<file path="config.mk">
export PLATFORM = sky130hd
export DESIGN_NAME = pgm_suspend_ctrl
export DESIGN_NICKNAME = d
export VERILOG_FILES = /design/src/rtl/pgm_susp_pkg.sv /design/src/rtl/pgm_cmd_decode.sv /design/src/rtl/pgm_seq.sv /design/src/rtl/pgm_read_path.sv /design/src/rtl/pgm_suspend_ctrl.sv
export SDC_FILE = /design/constraint.sdc
export NUM_CORES = 1
export LEC_CHECK = 0
export BUFFER_PORTS_ARGS = -buffer_cell sky130_fd_sc_hd__buf_4
export CORE_UTILIZATION = 40
export DETAILED_ROUTE_END_ITERATION = 12
export MAX_ROUTING_LAYER = met4
export PLACE_DENSITY = 0.76
export SYNTH_ARGS = -nofsm -noshare
export SYNTH_HDL_FRONTEND = slang
export SYNTH_SLANG_ARGS = --single-unit
</file>
<file path="constraint.sdc">
create_clock -name clk -period 4.09 [get_ports clk]
set_input_delay 0.409 -clock clk [delete_from_list [all_inputs] [get_ports clk]]
set_output_delay 0.409 -clock clk [all_outputs]
set_load 0.01 [all_outputs]
</file>
<file path="src/rtl/pgm_susp_pkg.sv">
package pgm_susp_pkg;
  typedef enum logic [1:0] {
    PS_IDLE   = 2'd0,
    PS_RUN    = 2'd1,
    PS_SETTLE = 2'd2,
    PS_HELD   = 2'd3
  } pstate_t;

  localparam logic [7:0] CODE_SUSPEND = 8'hB0;
  localparam logic [7:0] CODE_RESUME  = 8'h30;
endpackage

</file>
<file path="src/rtl/pgm_cmd_decode.sv">
module pgm_cmd_decode #(
  parameter int DATA_W = 8
) (
  input  logic              cmd_valid,
  input  logic [DATA_W-1:0] cmd_data,
  output logic              sus_req,
  output logic              res_req
);
  import pgm_susp_pkg::*;

  // Address is a don't-care upstream; only the data word selects the action.
  assign sus_req = cmd_valid && (cmd_data == DATA_W'(CODE_SUSPEND));
  assign res_req = cmd_valid && (cmd_data == DATA_W'(CODE_RESUME));
endmodule

</file>
<file path="src/rtl/pgm_seq.sv">
module pgm_seq #(
  parameter int LEN_W      = 16,
  parameter int SECT_W     = 4,
  parameter int SETTLE_CYC = 750
) (
  input  logic                  clk,
  input  logic                  rst_n,
  input  logic                  start,
  input  logic [LEN_W-1:0]      start_len,
  input  logic [SECT_W-1:0]     start_sect,
  input  logic                  es_active,
  input  logic                  sus_req,
  input  logic                  res_req,
  output pgm_susp_pkg::pstate_t state,
  output logic                  eng_run,
  output logic                  done,
  output logic [SECT_W-1:0]     held_sect,
  output logic                  in_es
);
  import pgm_susp_pkg::*;

  localparam int LAT_W = $clog2(SETTLE_CYC + 1);

  pstate_t          st;
  logic [LEN_W-1:0] rem;
  logic [LAT_W-1:0] lat;

  // Suspend wins over the count in the cycle it arrives.
  assign eng_run   = (st == PS_RUN) && !sus_req;
  assign state     = st;

  always_ff @(posedge clk or negedge rst_n) begin
    if (!rst_n) begin
      st        <= PS_IDLE;
      rem       <= '0;
      lat       <= '0;
      done      <= 1'b0;
      held_sect <= '0;
      in_es     <= 1'b0;
    end else begin
      done <= 1'b0;
      unique case (st)
        PS_IDLE: begin
          if (start && (start_len != '0)) begin
            st        <= PS_RUN;
            rem       <= start_len;
            held_sect <= start_sect;
            in_es     <= es_active;
          end
        end
        PS_RUN: begin
          if (sus_req) begin
            st  <= PS_SETTLE;
            lat <= LAT_W'(SETTLE_CYC);
          end else begin
            if (rem == LEN_W'(1)) begin
              st    <= PS_IDLE;
              done  <= 1'b1;
              in_es <= 1'b0;
            end
            rem <= rem - LEN_W'(1);
          end
        end
        PS_SETTLE: begin
          if (lat <= LAT_W'(1)) st <= PS_HELD;
          else                  lat <= lat - LAT_W'(1);
        end
        PS_HELD: begin
          if (res_req) st <= PS_RUN;
        end
        default: st <= PS_IDLE;
      endcase
    end
  end
endmodule

</file>
<file path="src/rtl/pgm_read_path.sv">
module pgm_read_path #(
  parameter int              SECT_W = 4,
  parameter int              OFS_W  = 8,
  parameter int              DATA_W = 8,
  parameter logic [DATA_W-1:0] MFR_ID = 8'h01,
  parameter logic [DATA_W-1:0] DEV_ID = 8'hA7
) (
  input  logic                      clk,
  input  logic                      rst_n,
  input  logic                      open,
  input  logic                      held,
  input  logic [SECT_W-1:0]         held_sect,
  input  logic                      es_active,
  input  logic [SECT_W-1:0]         es_sect,
  input  logic [DATA_W-1:0]         status,
  input  logic                      rd_valid,
  input  logic [SECT_W+OFS_W-1:0]   rd_addr,
  input  logic                      rd_asel,
  output logic                      rd_ready,
  output logic [SECT_W+OFS_W-1:0]   arr_addr,
  input  logic [DATA_W-1:0]         arr_rdata,
  output logic                      rsp_valid,
  output logic [DATA_W-1:0]         rsp_data
);
  localparam int ADDR_W = SECT_W + OFS_W;

  logic [SECT_W-1:0] sect;
  logic [OFS_W-1:0]  ofs;
  logic              fire;
  logic              blocked;
  logic [DATA_W-1:0] pick;

  assign sect     = rd_addr[ADDR_W-1 -: SECT_W];
  assign ofs      = rd_addr[OFS_W-1:0];
  assign rd_ready = open;
  assign fire     = rd_valid && open;
  assign arr_addr = rd_addr;
  assign blocked  = (held && (sect == held_sect)) || (es_active && (sect == es_sect));

  always_comb begin
    if (rd_asel)      pick = (ofs == '0) ? MFR_ID : DEV_ID;
    else if (blocked) pick = status;
    else              pick = arr_rdata;
  end

  always_ff @(posedge clk or negedge rst_n) begin
    if (!rst_n) begin
      rsp_valid <= 1'b0;
      rsp_data  <= '0;
    end else begin
      rsp_valid <= fire;
      if (fire) rsp_data <= pick;
    end
  end
endmodule

</file>
<file path="src/rtl/pgm_suspend_ctrl.sv">
module pgm_suspend_ctrl #(
  parameter int                SECT_W     = 4,
  parameter int                OFS_W      = 8,
  parameter int                DATA_W     = 8,
  parameter int                LEN_W      = 16,
  parameter int                SETTLE_CYC = 750,
  parameter logic [DATA_W-1:0] MFR_ID     = 8'h01,
  parameter logic [DATA_W-1:0] DEV_ID     = 8'hA7
) (
  input  logic                    clk,
  input  logic                    rst_n,
  input  logic                    cmd_valid,
  output logic                    cmd_ready,
  input  logic [DATA_W-1:0]       cmd_data,
  input  logic                    pgm_start,
  input  logic [LEN_W-1:0]        pgm_len,
  input  logic [SECT_W-1:0]       pgm_sect,
  output logic                    eng_run,
  output logic                    pgm_done,
  input  logic                    es_active,
  input  logic [SECT_W-1:0]       es_sect,
  input  logic                    rd_valid,
  output logic                    rd_ready,
  input  logic [SECT_W+OFS_W-1:0] rd_addr,
  input  logic                    rd_asel,
  output logic [SECT_W+OFS_W-1:0] arr_addr,
  input  logic [DATA_W-1:0]       arr_rdata,
  output logic                    rsp_valid,
  output logic [DATA_W-1:0]       rsp_data,
  output logic                    pgm_busy,
  output logic                    pgm_held,
  output logic [DATA_W-1:0]       status_byte
);
  import pgm_susp_pkg::*;

  logic              sus_req, res_req;
  pstate_t           st;
  logic [SECT_W-1:0] held_sect;
  logic              in_es;
  logic              open;

  assign cmd_ready = 1'b1;

  pgm_cmd_decode #(.DATA_W(DATA_W)) u_dec (
    .cmd_valid (cmd_valid),
    .cmd_data  (cmd_data),
    .sus_req   (sus_req),
    .res_req   (res_req)
  );

  pgm_seq #(.LEN_W(LEN_W), .SECT_W(SECT_W), .SETTLE_CYC(SETTLE_CYC)) u_seq (
    .clk        (clk),
    .rst_n      (rst_n),
    .start      (pgm_start),
    .start_len  (pgm_len),
    .start_sect (pgm_sect),
    .es_active  (es_active),
    .sus_req    (sus_req),
    .res_req    (res_req),
    .state      (st),
    .eng_run    (eng_run),
    .done       (pgm_done),
    .held_sect  (held_sect),
    .in_es      (in_es)
  );

  assign pgm_busy    = (st == PS_RUN) || (st == PS_SETTLE);
  assign pgm_held    = (st == PS_HELD);
  assign open        = (st == PS_IDLE) || (st == PS_HELD);
  assign status_byte = DATA_W'({in_es, pgm_held, pgm_busy});

  pgm_read_path #(
    .SECT_W(SECT_W), .OFS_W(OFS_W), .DATA_W(DATA_W),
    .MFR_ID(MFR_ID), .DEV_ID(DEV_ID)
  ) u_rd (
    .clk       (clk),
    .rst_n     (rst_n),
    .open      (open),
    .held      (pgm_held),
    .held_sect (held_sect),
    .es_active (es_active),
    .es_sect   (es_sect),
    .status    (status_byte),
    .rd_valid  (rd_valid),
    .rd_addr   (rd_addr),
    .rd_asel   (rd_asel),
    .rd_ready  (rd_ready),
    .arr_addr  (arr_addr),
    .arr_rdata (arr_rdata),
    .rsp_valid (rsp_valid),
    .rsp_data  (rsp_data)
  );
endmodule

</file>
==> results of run 1 <==
per-layer routing:
layer | vias up | wire (µm)
met2 | 100 | 3254
met1 | 1218 | 3146
met4 | 0 | 103
li1 | 1229 | -
met3 | 7 | 403
met5 | - | 0
area by class of cell:
cell class                 count  area, µm²  share of cell area (%)
inverter                      16      62.56                   1.767
clock inverter                 3      43.79                   1.237
multi-input combinational    219       1515                   42.81
sequential                    43       1076                   30.40
timing repair buffer          87      653.1                   18.45
tap                           96      120.1                   3.393
clock buffer                   5      68.82                   1.944
where the power goes:
part	internal [mW]	total [mW]	leakage, nW	switching [mW]
Combinational	0.420	0.942	1.02	0.521
Clock	0.182	0.330	0.0581	0.148
Sequential	0.579	0.730	0.491	0.151
worst max-delay path by stage:
| stage | to | slack [ns] | cells past startpoint |
|---|---|---|---|
| floorplan | u_seq.rem[13] | 1.92 | 6 |
| CTS | u_seq.rem[4] | 1.06 | 8 |
| finish | u_seq.rem[4] | 1.02 | 8 |
| global route | u_seq.rem[4] | 0.69 | 8 |
| detailed placement | u_seq.rem[4] | 1.09 | 8 |
| global placement | u_seq.rem[4] | 1.28 | 8 |
cells by family (layout without fill, tap and decap cells):
group / Yosys count / after routing / share of synthesized area (%)
and+or+nand+nor: 97 / 97 / 20.45
AOI/OAI and AO/OA: 88 / 88 / 21.87
DFF: 43 / 43 / 38.07
buffers and inverters: 43 / 111 / 8.853
muxes: 10 / 10 / 3.718
adders and majority gates: 9 / 9 / 3.984
xor gates and xnor gates: 9 / 9 / 2.789
other: 2 / 6 / 0.2657
flip-flops by register name, indices dropped and copies added, names as in the netlist:
signal / flops
u_rd.rsp_data: 8
u_rd.rsp_valid: 1
u_seq.done: 1
u_seq.held_sect: 4
u_seq.in_es: 1
u_seq.lat: 10
u_seq.rem: 16
u_seq.state: 2
worst register-to-register path: stages, from the launching register on:
cell and delay [ns]:
dfrtp_1 0.41, inv_1 0.13, ha_1 0.68, clkinv_1 0.52
nor4_2 0.66, a211oi_4 0.20, nand3_1 0.17, o21ai_0 0.09
a21oi_1 0.16
Yosys cell counts (all sizes together) (2+ instances only):
master  count
mux2        4
nor2       18
a21oi      30
and3        5
nand3      13
o21ai      21
nand4b      2
ha          9
o22a        2
nor3        9
xor2        3
or4         5
a211o       2
clkbuf      5
dfrtp      43
xnor2       6
a22o        3
nand2      18
inv        15
mux2i       6
conb        2
nand2b      3
o31ai       3
a221o       2
or3         2
o211ai      2
nor4       11
a211oi      3
o41ai       2
buf        22
nor3b       4
o22ai      10
a311oi      3
per-stage QoR:
step | instance area (µm²) | instances | hold slack (ns) | setup WS [ns]
after global routing | 3540 | 469 | 0.1296 | 0.6913
after CTS | 3540 | 469 | 0.1069 | 1.063
after floorplan | 2841 | 305 | 0.1134 | 1.921
final | 3540 | 469 | 0.08745 | 1.023
after global placement | 3427 | 461 | 0.4309 | 1.285
after detailed placement | 3427 | 461 | 0.4352 | 1.091
==> results_dict.tcl, run 1 <==
set metrics [dict create \
    peakVddDrop_mv 0.2191 \
    cap_violations 0 \
    use_met1_pct 24.86 \
    start_kind "flop" \
    fin_crit_sh_pct 74.99 \
    wirelength_um 6906 \
    numCtsBuffers 5 \
    grt_usage_pct 19.70 \
    ys.flop_type "dfrtp_1" \
    slew_violations 0 \
    cts_resized 0 \
    clock_skew_ns 0.005459 \
    hp-class "input pin to async pin" \
    worst_pin_slew_ns 0.7741 \
    antenna_found_initial 0 \
    drive_gt1_share_pct 31.90 \
    endpoint_kind "flop" \
    path_cells "inv_1 -> ha_1 -> clkinv_1 -> nor4_2 -> a211oi_4 -> nand3_1 -> o21ai_0 -> a21oi_1" \
    final_nets 440 \
    antenna_cells 0 \
    pwr_density_cell_nw_per_um2 565.4 \
    wl_per_cell_um 14.72 \
    grt_pass1_wl_um 11190 \
    finish.utilization_pct 52.10 \
    synth_top_area_share_pct 38.07 \
    netlist-cell-type-count 59 \
    critical_path_class "flop to flop" \
    slowest_delay_ns 0.68 \
    final_common_cell "buf_4" \
    drcViolationCount 0 \
    yosysSeqAreaShare_pct 38.07 \
    netlist_area_um2 2826 \
    slowest_stage "ha_1" \
    cts-root-buf "clkbuf_8" \
    clkSinkCount 43 \
    rsz0062_at_grt "no" \
    synth_edf_count 0 \
    holdBufCountCts 0 \
    fp.dieW_um 86.06 \
    crit_start "u_seq.state[1]" \
    hold_viol 0 \
    num-fill-cells 616 \
    worstPathRequired_ns 4.31 \
    finalSetupViolCount 0 \
    cts_htree_levels 2 \
    io_pins 94 \
    hpwl_um 5371 \
    outcome "finished, final reports clean" \
    die_area_um2 7406 \
    syn_avg_cell_area_um2 9.390 \
    rows 30 \
    drtPass1Iterations 4 \
    path_delay_family "simple AND/OR/NAND/NOR gates" \
    fin_tns_setup_ns 0 \
    grt_pass1_vias 2478 \
    die_y_um 86.06 \
    viasPerCell 5.446 \
    p_leak_nw 1.570 \
    cts_setup_buffers 0 \
    layout_min_cycle_time_ns 3.067 \
    synthTopCellsByArea "dfrtp_1 38%, buf_4 5.6%, a21oi_1 5.0%" \
    async_flop_share_pct 100.0 \
    yosysWarningCount 0 \
    design_power_total_mw 2.001 \
    ant_nets 0 \
    grt_use_met3_pct 3.176 \
    initial_utilization_pct 41.60 \
    area_growth_pct 25.23 \
    dr_total_vias 2554 \
    use_met2_pct 31.24 \
    ys_ff_latch 43 \
    overflow 0 \
    rr_startpoint "u_seq.state[1]" \
    synth_top_area_cell "dfrtp_1" \
    grt_max_degree 44 \
    gp_routability_congestion 0.8922 \
    cts_tree "built" \
    top_usage_layer "met2" \
    clockBufferDepth 2 \
    core-area_um2 6794 \
    clkTransAtPathRegs_ns 0.08 \
    rr_endpoint "u_seq.rem[4]" \
    max_freq_ghz 0.3261 \
    insertion_delay_ns 0.30 \
    port_buffers 87 \
    r2r_cells 8 \
    max_slew_margin_pct 48.39 \
    drt_iter0_drc 164 \
    synthCells 301 \
    rrSetupSlack_ns 1.02 \
    final_cell_mix "87 x buf_4, 43 x dfrtp_1, 28 x a21oi_1, 18 x nor2_1, 16 x nand2_1" \
    path_max_fanout 22 \
    crit_arrival_ns 3.29 \
    cp.buffers_inverters 2 \
]
Note: power is estimated with default switching activity, not from simulation.
==> inputs of run 2 (changes only) <==
PLACE_DENSITY = 0.78   (was 0.76)
clock period = 2.5 ns   (was 4.09 ns; I/O delays follow)
==> run 2 against run 1 <==
Via count grew 2.2%. Clock power grew 35%. Sequential power grew 63%. Register-to-register slack got worse by 0.71 ns. Die area unchanged. Power is 62% higher. Fmax increased by 40%. Wire length is 4.3% higher. Design area increased by 0.99%. Worst setup slack got worse by 0.71 ns. Global-route usage up 0.70 points. Critical path type unchanged.
==> results_dict.tcl, run 2 (synthesis results as in run 1) <==
set metrics [dict create \
    fp.dieW_um 86.06 \
    numCtsBuffers 5 \
    rr_endpoint "u_seq.lat[5]" \
    reg.largest.list "u_seq.rem (16), u_seq.lat (10), u_rd.rsp_data (8)" \
    drt_iter0_drc 216 \
    start_kind "flop" \
    grt_usage_pct 20.40 \
    r2r_cells 8 \
    dr_total_vias 2610 \
    outcome "finished, final reports clean" \
    final_common_cell "buf_4" \
    cts_tree "built" \
    hp-start "arr_rdata[4]" \
    grt_pass1_wl_um 11500 \
    io_pins 94 \
    path_max_fanout 6 \
    die_area_um2 7406 \
    hp-class "input pin to flop" \
    crit_arrival_ns 2.37 \
    dp.cells 468 \
    clkSinkCount 43 \
    antenna_cells 0 \
    die_y_um 86.06 \
    hold_depth 2 \
    stdcell_count 477 \
    max_slew_margin_pct 57.37 \
    design_power_total_mw 3.241 \
    slew_violations 0 \
    hpwl_um 5651 \
    final_nets 448 \
    critical_path_class "flop to flop" \
    clkTransAtPathRegs_ns 0.09 \
    viasPerCell 5.472 \
    wirelength_um 7202 \
    worstPathRequired_ns 2.68 \
    worst_pin_slew_ns 0.6375 \
    cts_htree_levels 2 \
    rsz0062_at_grt "no" \
    cap_violations 0 \
    rows 30 \
    finalSetupViolCount 0 \
    endpoint_kind "flop" \
    rr_startpoint "u_seq.lat[0]" \
    drcViolationCount 0 \
    layout_min_cycle_time_ns 2.184 \
    fin_tns_setup_ns 0 \
    overflow 0 \
    regMostFlops "u_seq.rem" \
    core-area_um2 6794 \
    hold_viol 0 \
    wl_per_cell_um 15.10 \
    cts_setup_buffers 0 \
    cts-root-buf "clkbuf_8" \
    max_freq_ghz 0.4579 \
    largest_reg_flops 16 \
    pwr_density_cell_nw_per_um2 906.7 \
    area_growth_pct 26.47 \
    fin_crit_sh_pct 87.35 \
    peakVddDrop_mv 0.3039 \
    final_cell_mix "94 x buf_4, 43 x dfrtp_1, 28 x a21oi_1, 18 x nor2_1, 16 x nand2_1" \
    p_leak_nw 1.590 \
    antenna_found_initial 0 \
    min_to "u_rd.rsp_data[4]" \
    drtPass1Iterations 4 \
    drive_gt1_share_pct 32.81 \
    clockBufferDepth 2 \
    clock_skew_ns 0.006404 \
    grt_pass1_vias 2436 \
    ant_nets 0 \
    initial_utilization_pct 41.60 \
    setup_ws_ns 0.3162 \
    port_buffers 87 \
    rrSetupSlack_ns 0.32 \
    gp_routability_congestion 0.8725 \
    insertion_delay_ns 0.30 \
    pre_cts_slack_ns 0.2754 \
    grt_max_degree 44 \
]
## run 2: layer usage
metal | up-vias | track usage [%] | routed length, µm
met5 | - | - | 0
met4 | 0 | 7.424 | 144
met3 | 12 | 5.486 | 604
met2 | 115 | 33.55 | 3521
met1 | 1242 | 23.94 | 2931
li1 | 1241 | - | -
## run 2: layout make-up
type | count | area (µm²)
Fill cell | 606 | 3219
Clock buffer | 6 | 72.57
Inverter | 16 | 62.56
Multi-Input combinational cell | 219 | 1515
Sequential cell | 43 | 1076
Tap cell | 96 | 120.1
Timing Repair Buffer | 95 | 715.7
Clock inverter | 2 | 12.51
## run 2: metrics by stage
stage,hold slack (ns),util (%),instance area (µm²)
3_5_place_dp,0.2809,51.22,3480
5_1_grt,0.1541,52.62,3575
3_3_place_gp,0.2745,51.22,3480
6_report,0.1582,52.62,3575
4_1_cts,0.1534,52.62,3575
2_1_floorplan,-0.04559,-,2841
## run 2: critical path, stage by stage, from the launching register on
cell	delay, ns
dfrtp_1	0.44
inv_1	0.09
ha_1	0.25
o21ba_2	0.21
and4b_1	0.26
a211o_4	0.40
nor3_2	0.19
xnor2_1	0.15
nand2_1	0.08
## run 2: timing repair
action                    in CTS  in global routing
resized for setup              0                  0
hold buffers                   1                  0
hold endpoints to repair      43                  0
## run 2: where the power goes
part / internal (mW) / switching (mW)
sequential: 0.947 / 0.243
clock: 0.196 / 0.250
combinational: 0.725 / 0.882
## run 2: worst max path at each step
stage	endpoint	start	depth (start not counted)
2_1_floorplan	u_seq.rem[13]	pgm_len[6]	6
3_3_place_gp	u_seq.lat[8]	cmd_data[1]	9
3_5_place_dp	u_seq.lat[5]	cmd_data[1]	9
4_1_cts	u_seq.lat[5]	u_seq.lat[0]	8
5_1_grt	u_seq.lat[8]	u_seq.lat[0]	8
6_report	u_seq.lat[5]	u_seq.lat[0]	8
==> inputs of run 3 (changes only) <==
CORE_UTILIZATION = 46   (was 40)
PLACE_DENSITY = 0.87   (was 0.78)
==> run 3 against run 2 <==
Non-clock buffer count down 2. Clock-buffer cell count down 1. Design area down 0.31%. Sequential power about the same. Combinational power about the same. Highest routed layer unchanged. Worst setup slack worse by 0.14 ns. Critical path type unchanged. Critical path depth unchanged.
==> results_dict.tcl, run 3 (synthesis results as in run 1) <==
set metrics [dict create \
    rr_endpoint "u_seq.lat[8]" \
    slowest_delay_ns 0.45 \
    clkSinkCount 43 \
    io_pins 94 \
    outcome "finished, final reports clean" \
    r2r_cells 8 \
    grt_max_degree 44 \
    cts_resized 0 \
    cts-root-buf "clkbuf_8" \
    cts_tree "built" \
    slew_violations 0 \
    hpwl_um 5350 \
    max_freq_ghz 0.4305 \
    crit_arrival_ns 2.51 \
    wl_per_cell_um 15.46 \
    grt_use_met3_pct 3.977 \
    worst_pin_slew_ns 0.6689 \
    path_delay_family "compound AO/OA/AOI/OAI gates" \
    worstPathRequired_ns 2.69 \
    regMostFlops "u_seq.rem" \
    path_cells "inv_1 -> ha_1 -> o21ba_2 -> and4b_1 -> a211oi_4 -> nand4_1 -> xor2_1 -> nor2_1" \
    fin_crit_sh_pct 92.92 \
    fp.dieW_um 80.39 \
    start_kind "flop" \
    cts_setup_buffers 0 \
    numCtsBuffers 5 \
    use_met1_pct 28.57 \
    die_area_um2 6462 \
    dr_total_vias 2592 \
    fin_hold_ws_ns 0.1591 \
    clock_skew_ns 0.01678 \
    ant_nets 0 \
    layout_min_cycle_time_ns 2.323 \
    initial_utilization_pct 47.74 \
    port_buffers 87 \
    final_common_cell "buf_4" \
    antenna_cells 0 \
    rr_startpoint "u_seq.lat[0]" \
    rrSetupSlack_ns 0.18 \
    top_usage_layer "met2" \
    use_met2_pct 36.95 \
    crit_start "u_seq.lat[0]" \
    wirelength_um 7021 \
    hold_viol 0 \
    drcViolationCount 0 \
    final_nets 446 \
    area_growth_pct 26.07 \
    cp.depth 8 \
    max_slew_margin_pct 55.26 \
    fin_tns_setup_ns 0 \
    setup_ws_ns 0.1771 \
    drive_gt1_share_pct 32.72 \
    gp_routability_congestion 0.9457 \
    pwr_density_cell_nw_per_um2 946.9 \
    grt_pass1_vias 2438 \
    hp-class "input pin to flop" \
    viasPerCell 5.709 \
    clockBufferDepth 2 \
    rsz0062_at_grt "no" \
    die_y_um 80.39 \
    endpoint_kind "flop" \
    pre_cts_slack_ns 0.1764 \
    holdBufCountCts 1 \
    grt_usage_pct 22.93 \
    peakVddDrop_mv 0.3695 \
    drtPass1Iterations 4 \
    p_leak_nw 1.594 \
    cts_htree_levels 2 \
    critical_path_class "flop to flop" \
    grt_pass1_wl_um 11140 \
    antenna_found_initial 0 \
    overflow 0 \
    cap_violations 0 \
    reg.largest.list "u_seq.rem (16), u_seq.lat (10), u_rd.rsp_data (8)" \
    path_max_fanout 10 \
    core-area_um2 5921 \
    worstSetupEndpoint "u_seq.lat[8]" \
    drt_iter0_drc 132 \
    rows 28 \
    cp.buffers_inverters 1 \
    dp.cells 445 \
    final_cell_mix "92 x buf_4, 43 x dfrtp_1, 28 x a21oi_1, 18 x nor2_1, 16 x nand2_1" \
    num-fill-cells 520 \
    insertion_delay_ns 0.31 \
    slowest_stage "a211oi_4" \
    stdcell_count 454 \
    clkTransAtPathRegs_ns 0.09 \
    largest_reg_flops 16 \
    finalSetupViolCount 0 \
]
run 3: cell types whose count changed in the layout (fill, tap and decap cells not counted), sizes merged:
cell | previous run | this run
bufinv | 0 | 1
buf | 94 | 92
inv | 15 | 16
clkbuf | 6 | 5
clkinv | 2 | 1
run 3: metal layers:
metal  part of all wire (%)  routed length [µm]
met2                     48                3399
met3                    7.4                 521
met4                    2.4                 172
met1                     42                2927
met5                      0                   0
run 3: how the worst min path moves through the flow:
stage          startpoint                 end  slack (ns)  depth (start not counted)
2_1_floorplan       rst_n    u_rd.rsp_data[0]       -0.05                          0
3_3_place_gp        rst_n  u_seq.held_sect[3]        0.27                          1
3_5_place_dp        rst_n  u_seq.held_sect[1]        0.28                          1
4_1_cts           rd_asel    u_rd.rsp_data[1]        0.15                          2
5_1_grt           rd_asel    u_rd.rsp_data[2]        0.15                          2
6_report          rd_asel    u_rd.rsp_data[2]        0.16                          2
run 3: layout make-up:
type                    instances  area, µm²  share of cell area, %
multi-input cells             219       1515                  42.52
flip-flops and latches         43       1076                  30.20
repair buffers                 93      700.7                  19.66
well taps                      75      93.84                  2.633
clock inverters                 3      46.29                  1.299
inverters                      16      62.56                  1.756
clock buffers                   5      68.82                  1.931
run 3: power by group:
group | internal, mW | switching, mW
sequential | 0.946 | 0.252
combinational | 0.721 | 0.888
clock | 0.301 | 0.265
total | 1.97 | 1.41
run 3: through the flow:
step                util, %  area, µm²  power, mW
detailed placement    58.07       3438      2.795
global placement      58.07       3438      2.725
global route          60.19       3563      3.589
floorplan                 -       2841      2.258
CTS                   60.19       3563      3.360
finish                60.19       3563      3.374
